==> config.mk <==
export PLATFORM = sky130hd
export DESIGN_NAME = prog_seq_unit
export DESIGN_NICKNAME = d
export VERILOG_FILES = /design/src/rtl/pcs_pkg.sv /design/src/rtl/pcs_ctrl.sv /design/src/rtl/pcs_stack.sv /design/src/rtl/pcs_datapath.sv /design/src/rtl/prog_seq_unit.sv
export SDC_FILE = /design/constraint.sdc
export NUM_CORES = 1
export LEC_CHECK = 0
export BUFFER_PORTS_ARGS = -buffer_cell sky130_fd_sc_hd__clkbuf_2
export CORE_MARGIN = 10
export CORE_UTILIZATION = 47
export DETAILED_ROUTE_END_ITERATION = 16
export GPL_ROUTABILITY_DRIVEN = 0
export MAX_ROUTING_LAYER = met4
export PLACE_DENSITY = 0.65
export SKIP_LAST_GASP = 1
export SLEW_MARGIN = 0
export SYNTH_ARGS = -nofsm -noshare
export SYNTH_HDL_FRONTEND = slang
export SYNTH_SLANG_ARGS = --single-unit
export TNS_END_PERCENT = 5
==> constraint.sdc <==
create_clock -name clk -period 5.9 [get_ports clk]
set_clock_uncertainty 0.2 [all_clocks]
set_input_delay 0.59 -clock clk [delete_from_list [all_inputs] [get_ports clk]]
set_output_delay 0.59 -clock clk [all_outputs]
set_load 0.02 [all_outputs]
==> src/rtl/pcs_pkg.sv <==
package pcs_pkg;
  typedef enum logic [2:0] {
    SRC_HOLD,
    SRC_INC,
    SRC_JUMP,
    SRC_IRQ,
    SRC_POP
  } pcSrc_e;

  typedef struct packed {
    pcSrc_e pcSrc;
    logic   doPush;
    logic   doPop;
    logic   pushNext;   // push counter+1 instead of counter
  } seqCtrl_t;
endpackage

==> src/rtl/pcs_ctrl.sv <==
module pcs_ctrl
  import pcs_pkg::*;
(
  input  logic     irqTake,
  input  logic     incEn,
  input  logic     jumpEn,
  input  logic     callEn,
  input  logic     retEn,
  input  logic     retfieEn,
  input  logic     retlwEn,
  output seqCtrl_t ctl
);
  logic anyRet;
  assign anyRet = retEn | retfieEn | retlwEn;

  always_comb begin
    ctl = '{pcSrc: SRC_HOLD, doPush: 1'b0, doPop: 1'b0, pushNext: 1'b0};
    if (irqTake) begin
      ctl.pcSrc  = SRC_IRQ;
      ctl.doPush = 1'b1;
    end else if (callEn) begin
      ctl.pcSrc    = SRC_JUMP;
      ctl.doPush   = 1'b1;
      ctl.pushNext = 1'b1;
    end else if (jumpEn) begin
      ctl.pcSrc = SRC_JUMP;
    end else if (anyRet) begin
      ctl.pcSrc = SRC_POP;
      ctl.doPop = 1'b1;
    end else if (incEn) begin
      ctl.pcSrc = SRC_INC;
    end
  end
endmodule

==> src/rtl/pcs_stack.sv <==
module pcs_stack #(
  parameter int DEPTH = 8,
  parameter int WIDTH = 13
) (
  input  logic             clk,
  input  logic             rstN,
  input  logic             doPush,
  input  logic             doPop,
  input  logic [WIDTH-1:0] pushData,
  output logic [WIDTH-1:0] topData
);
  localparam int PTR_W = (DEPTH > 1) ? $clog2(DEPTH) : 1;

  logic [PTR_W-1:0] ptr;
  logic [PTR_W-1:0] ptrDec;
  logic [WIDTH-1:0] entry [DEPTH];

  assign ptrDec  = ptr - PTR_W'(1);
  assign topData = entry[ptrDec];

  always_ff @(posedge clk or negedge rstN) begin
    if (!rstN) begin
      ptr <= '0;
    end else if (doPush) begin
      ptr <= ptr + PTR_W'(1);
    end else if (doPop) begin
      ptr <= ptrDec;
    end
  end

  for (genvar i = 0; i < DEPTH; i++) begin : g_entry
    always_ff @(posedge clk or negedge rstN) begin
      if (!rstN) begin
        entry[i] <= '0;
      end else if (doPush && (ptr == PTR_W'(i))) begin
        entry[i] <= pushData;
      end
    end
  end
endmodule

==> src/rtl/pcs_datapath.sv <==
module pcs_datapath
  import pcs_pkg::*;
#(
  parameter int PC_W       = 13,
  parameter int IMPL_WORDS = 1024,
  parameter int RESET_VEC  = 0,
  parameter int IRQ_VEC    = 4
) (
  input  logic            clk,
  input  logic            rstN,
  input  seqCtrl_t        ctl,
  input  logic [PC_W-1:0] jumpAddr,
  input  logic [PC_W-1:0] topData,
  output logic [PC_W-1:0] pushData,
  output logic [PC_W-1:0] pcValue,
  output logic [PC_W-1:0] fetchAddr
);
  localparam int IMPL_BITS = $clog2(IMPL_WORDS);

  logic [PC_W-1:0] pc;
  logic [PC_W-1:0] pcInc;
  logic [PC_W-1:0] pcNext;

  assign pcInc    = pc + PC_W'(1);
  assign pushData = ctl.pushNext ? pcInc : pc;

  always_comb begin
    unique case (ctl.pcSrc)
      SRC_INC:  pcNext = pcInc;
      SRC_JUMP: pcNext = jumpAddr;
      SRC_IRQ:  pcNext = PC_W'(IRQ_VEC);
      SRC_POP:  pcNext = topData;
      default:  pcNext = pc;
    endcase
  end

  always_ff @(posedge clk or negedge rstN) begin
    if (!rstN) pc <= PC_W'(RESET_VEC);
    else       pc <= pcNext;
  end

  assign pcValue = pc;

  if (IMPL_BITS >= PC_W) begin : g_full
    assign fetchAddr = pc;
  end else begin : g_alias
    assign fetchAddr = {{(PC_W-IMPL_BITS){1'b0}}, pc[IMPL_BITS-1:0]};
  end
endmodule

==> src/rtl/prog_seq_unit.sv <==
module prog_seq_unit
  import pcs_pkg::*;
#(
  parameter int PC_W        = 13,
  parameter int STACK_DEPTH = 8,
  parameter int IMPL_WORDS  = 1024,
  parameter int RESET_VEC   = 0,
  parameter int IRQ_VEC     = 4
) (
  input  logic            clk,
  input  logic            rstN,
  input  logic            irqTake,
  input  logic            incEn,
  input  logic            jumpEn,
  input  logic            callEn,
  input  logic            retEn,
  input  logic            retfieEn,
  input  logic            retlwEn,
  input  logic [PC_W-1:0] jumpAddr,
  output logic [PC_W-1:0] fetchAddr,
  output logic [PC_W-1:0] pcValue
);
  seqCtrl_t        ctl;
  logic [PC_W-1:0] topData;
  logic [PC_W-1:0] pushData;

  pcs_ctrl u_ctrl (
    .irqTake (irqTake),
    .incEn   (incEn),
    .jumpEn  (jumpEn),
    .callEn  (callEn),
    .retEn   (retEn),
    .retfieEn(retfieEn),
    .retlwEn (retlwEn),
    .ctl     (ctl)
  );

  pcs_datapath #(
    .PC_W      (PC_W),
    .IMPL_WORDS(IMPL_WORDS),
    .RESET_VEC (RESET_VEC),
    .IRQ_VEC   (IRQ_VEC)
  ) u_dp (
    .clk      (clk),
    .rstN     (rstN),
    .ctl      (ctl),
    .jumpAddr (jumpAddr),
    .topData  (topData),
    .pushData (pushData),
    .pcValue  (pcValue),
    .fetchAddr(fetchAddr)
  );

  pcs_stack #(
    .DEPTH(STACK_DEPTH),
    .WIDTH(PC_W)
  ) u_stack (
    .clk     (clk),
    .rstN    (rstN),
    .doPush  (ctl.doPush),
    .doPop   (ctl.doPop),
    .pushData(pushData),
    .topData (topData)
  );
endmodule

======== After elaboration in Yosys (flattened, before gate mapping) ========
Cells that the tools add are included.
storage, ports and cells
  register bits after elaboration ......... 120
  input port bits ......................... 22
  output and inout port bits .............. 26
  word-level logic and storage cells ...... 56
operators by class
  add/subtract/negate cells ............... 3
  $lt $le $gt $ge ......................... 1
  equal/unequal tests ..................... 11
  multiplexer cells ....................... 17
  bitwise gates (word level) .............. 3
  reductions and logical operators ........ 11
operator list
  kind                                                                count
  13-bit case mux with 4 select lines                                 1
  13-bit binary-select mux with 3-bit select                          1
  13-bit two-way mux                                                  3
  3-bit == test, second input constant                                5
  3-bit two-way mux                                                   5
  13-bit by 1-bit adder with 13-bit output, second input constant     1
  3-bit by 2-bit == test with 1-bit output, second input constant     4
  1-bit logical AND                                                   8
  3-bit by 1-bit == test with 1-bit output, second input constant     2
  1-bit two-way mux                                                   5
  4-bit >= comparator, second input constant                          1
  4-bit two-way mux                                                   1
  3-bit NOT with 4-bit output                                         1
  4-bit nonzero test                                                  1
  3-bit by 1-bit adder with 3-bit output, second input constant       1
  3-bit zero test                                                     1
  3-bit by 1-bit subtractor with 3-bit output, second input constant  1
  2-bit two-way mux                                                   1
  1-bit OR                                                            2
  2-bit nonzero test                                                  1

======== Longest topological paths before layout ========
  depth after elaboration ................. 8
  gate-level depth with buffers ........... 10
  mapped depth without buffers ............ 7

======== Cells and area by module ========
From an unflattened synthesis, not the netlist that was laid out.
unflattened totals
  cell total of the unflattened synthesis .. 613
  area total of the unflattened synthesis .. 6,885.4 um2
modules (own cells, without submodules)
  module        instances  cells an instance  area each (um2)  seq. area each (um2)
  pcs_stack     1          383                5,149.9          2,677.6
  pcs_datapath  1          222                1,675.4          325.3
  pcs_ctrl      1          8                  60.1             0.0

======== Least setup slack after synthesis ========
OpenSTA, ideal clock, no wires.
  path type ............................... register -> register
  start point ............................. register u_stack.ptr[0]
  end point ............................... register u_dp.pc[10], in the netlist u_dp.pcValue[10]
  setup time .............................. 128 ps
  data arrival time ....................... 2,443 ps
  data required time ...................... 5,572 ps
  slack ................................... 3,129 ps
  stages on the path, launching flop included .. 10
  path buffers ............................ 2
  clock period less this slack ............ 2,771 ps
  path through ............................ dfrtp_1 buf_2 clkbuf_8 inv_1 ha_1 xor2_4 mux4_2 a32o_1 a21oi_1 o21ai_1
between the ends
  cells in the longest elaborated chain, start to end .. 6
ends and longest elaborated chain
  item                                                   line                text
  start: declaration                                     pcs_stack.sv:14     logic [PTR_W-1:0] ptr;
  start signal: assignment                               pcs_stack.sv:25     ptr <= ptr + PTR_W'(1);
  start signal: assignment                               pcs_stack.sv:27     ptr <= ptrDec;
  3-bit by 1-bit subtractor with 3-bit output            pcs_stack.sv:18     assign ptrDec = ptr - PTR_W'(1);
  3-bit NOT with 4-bit output (implied by the code)      pcs_stack.sv:19     assign topData = entry[ptrDec];
  13-bit binary-select mux with 3-bit select             pcs_stack.sv:19
  13-bit two-way mux (implied by the code) (2 in a row)  pcs_stack.sv:19
  13-bit case mux with 4 select lines                    pcs_datapath.sv:28  unique case (ctl.pcSrc)
  end signal: assignment                                 pcs_datapath.sv:38  if (!rstN) pc <= PC_W'(RESET_VEC);
  end signal: assignment                                 pcs_datapath.sv:39  else pc <= pcNext;
  end: declaration                                       pcs_datapath.sv:20  logic [PC_W-1:0] pc;
No other way between the ends. The select of a mux whose other input is x is not followed.
A chain may end at the register's enable or synchronous reset.

======== Final worst setup path ========
Ends and elaborated chain as after synthesis.

==> results_dict.tcl <==
set metrics [dict create \
    critPathTopFamily "XOR/XNOR gates" \
    first_pass_iters 5 \
    ir_drop_v 0.0002614 \
    cts_hold_buf 0 \
    multi_input_area_um2 2564 \
    rr_startpoint "u_stack.ptr[0]" \
    fp.dieW_um 131.8 \
    critPathKind "flop to flop" \
    drcViolationCount 0 \
    root_buffer "clkbuf_16" \
    numClockSinks 120 \
    drt_iter0_markers 305 \
    cp.arrival_ns 3.10 \
    fin_util 0.5482 \
    use_met3 0.04764 \
    path_cells "inv_1 > ha_1 > xor2_4 > mux4_2 > a32o_1 > a21oi_1 > o21ai_1" \
    cp-start-kind "flop" \
    met1_usage 0.2186 \
    maxSlewHeadroom 0.2352 \
    grt_use_met2 0.2654 \
    via_count 4253 \
    die_h_um 131.8 \
    worst_pin_slew_ns 1.144 \
    cpPeakStageDelay_ns 0.74 \
    worstPathRequired_ns 5.97 \
    drv_slew 0 \
    ys_ff_latch 120 \
    io_pins 48 \
    cp_slowest_cell "xor2_4" \
    clock_path_buffers 2 \
    wl_per_cell_um 19.21 \
    yosysSeqAreaShare 0.5111 \
    top_usage_layer "met2" \
    status "completed" \
    wirelength_mm 14.37 \
    tns_ns 0 \
    reg2reg_depth 7 \
    grt_pass1_wl_mm 23.34 \
    syn_inst 547 \
    cts_setup_buffers 0 \
    holdCritPathClass "primary input to asynchronous set/reset pin" \
    path_max_fanout 19 \
    ff2ff_setup_slack_ns 2.87 \
    postSynthAreaPerCell_um2 10.74 \
    timing.final.ws_setup_ns 2.868 \
    cp-end-kind "flop" \
    rows 40 \
    clock_latency_ns 0.40 \
    synthDistinctLibCells 48 \
    numCtsBuffers 17 \
    grt_pass1_vias 4296 \
    cp_num_cells 7 \
    areaGrowthSynthToFinish_pct 13.01 \
    ant_nets 0 \
    initial_utilization 0.4851 \
    cap_violations 0 \
    syn_area_um2 5876 \
    rsz0062_at_grt "false" \
    synth-async-reset-ratio 1.000 \
    timing.final.crit_share 0.5140 \
    power_density_nw_per_um2 548.8 \
    detailed_place_hpwl_mm 9.351 \
    grt_overflow_total 0 \
    crit_path_end "u_dp.pcValue[10]" \
    regArea_um2 3003 \
    hold_viol 0 \
    clk_pin_slew_worst_paths_ns 0.05 \
    p_total_w 0.003644 \
    cts_tree "yes" \
    grtUsageTotal 0.1723 \
    p_leak_nw 2.982 \
    ctsHtreeMaxLevel 4 \
    core_um2 12110 \
    fmax_mhz 329.8 \
    whs_ns 0.04955 \
    crit_start "u_stack.ptr[0]" \
    finalNetCount 600 \
    ys.flop_type "dfrtp_1" \
    timing.rr.end "u_dp.pcValue[10]" \
    timing.final.crit_period_ns 3.032 \
    synth-edff-count 0 \
    ctsResizeCount 0 \
    antenna_found_initial 0 \
    finalSetupViolCount 0 \
    via_per_inst 5.686 \
    grt_max_degree 62 \
    fillers 1046 \
    ys_warn_count 0 \
    die-area_um2 17370 \
    n_antenna_cell 0 \
    drive_above_1_share 0.1759 \
    post-place-ws_ns 2.860 \
    port-buffer-count 44 \
    crit_buf_inv 1 \
]
==> layout by cell type, fill, tap and decap left out, types with 5 or more instances in the layout <==
cell / netlist / routed
mux4_2: 18 / 18
a21oi_1: 6 / 6
xor2_1: 8 / 8
ha_1: 8 / 8
clkbuf_16: 0 / 17
xnor2_1: 15 / 15
mux4_1: 7 / 7
mux2i_1: 12 / 12
nand2_1: 125 / 125
dfrtp_1: 120 / 120
nor2_1: 14 / 14
o221ai_1: 5 / 5
o21ai_0: 108 / 108
nand4_1: 9 / 9
nand3_1: 6 / 6
clkbuf_2: 0 / 43
==> power breakdown <==
group          switching, W  internal [W]
combinational      0.000738      0.000533
clock              0.000347      0.000719
sequential         0.000188       0.00112
==> how the worst min path moves through the flow <==
stage | startpoint | slack (ns) | depth (start not counted) | end
after floorplan | rstN | 0.09 | 0 | u_dp.pcValue[0]
after global placement | u_stack.entry[36] | 0.25 | 2 | u_stack.entry[36]
after detailed placement | u_stack.entry[12] | 0.26 | 2 | u_stack.entry[12]
after CTS | rstN | 0.07 | 1 | u_stack.entry[13]
after global routing | rstN | 0.10 | 1 | u_stack.entry[13]
final | rstN | 0.05 | 1 | u_stack.entry[13]
==> flip-flops by register name, summed over array words and instances (netlist names) <==
register and count:
u_dp.pcValue 13, u_stack.ptr 3, u_stack.entry 104
==> layer usage <==
metal	part of all wire	routed length, um	vias to the layer above
li1	-	-	1966
met1	0.45	6513	2138
met2	0.48	6869	136
met3	0.059	841	13
met4	0.010	143	0
met5	0	0	-
==> cell usage after synthesis (5+ instances only) <==
cell / number / area [um2]
nand2_1: 125 / 469.2
dfrtp_1: 120 / 3003
o21ai_0: 108 / 540.5
clkbuf_1: 19 / 71.32
mux4_2: 18 / 405.4
xnor2_1: 15 / 131.4
nor2_1: 14 / 52.55
buf_4: 13 / 97.59
mux2i_1: 12 / 120.1
nand4_1: 9 / 56.30
ha_1: 8 / 100.1
xor2_1: 8 / 70.07
mux4_1: 7 / 183.9
a21oi_1: 6 / 30.03
nand3_1: 6 / 30.03
clkbuf_8: 5 / 68.82
o221ai_1: 5 / 43.79
==> through the flow <==
step / cells / cell area, um2
after floorplan: 549 / 5883
after global placement: 719 / 6033
after global routing: 748 / 6640
after CTS: 748 / 6640
after detailed placement: 719 / 6033
final: 748 / 6640
==> final cells by class <==
cell class | instances | area share
inverters | 3 | 0.001696
clock inverters | 9 | 0.02261
clock buffers | 20 | 0.06878
multi-input cells | 381 | 0.3861
repair buffers | 47 | 0.03693
flip-flops and latches | 120 | 0.4522
well taps | 168 | 0.03166
==> logic make-up after synthesis <==
family / synth area share
compound gates: 0.1301
xor+xnor: 0.03897
fa+ha+maj: 0.01704
buf+inv: 0.05387
flops: 0.5111
mux: 0.1227
other cells: 0.0006382
simple gates: 0.1256
No activity file was read; power rests on OpenSTA's default activity.
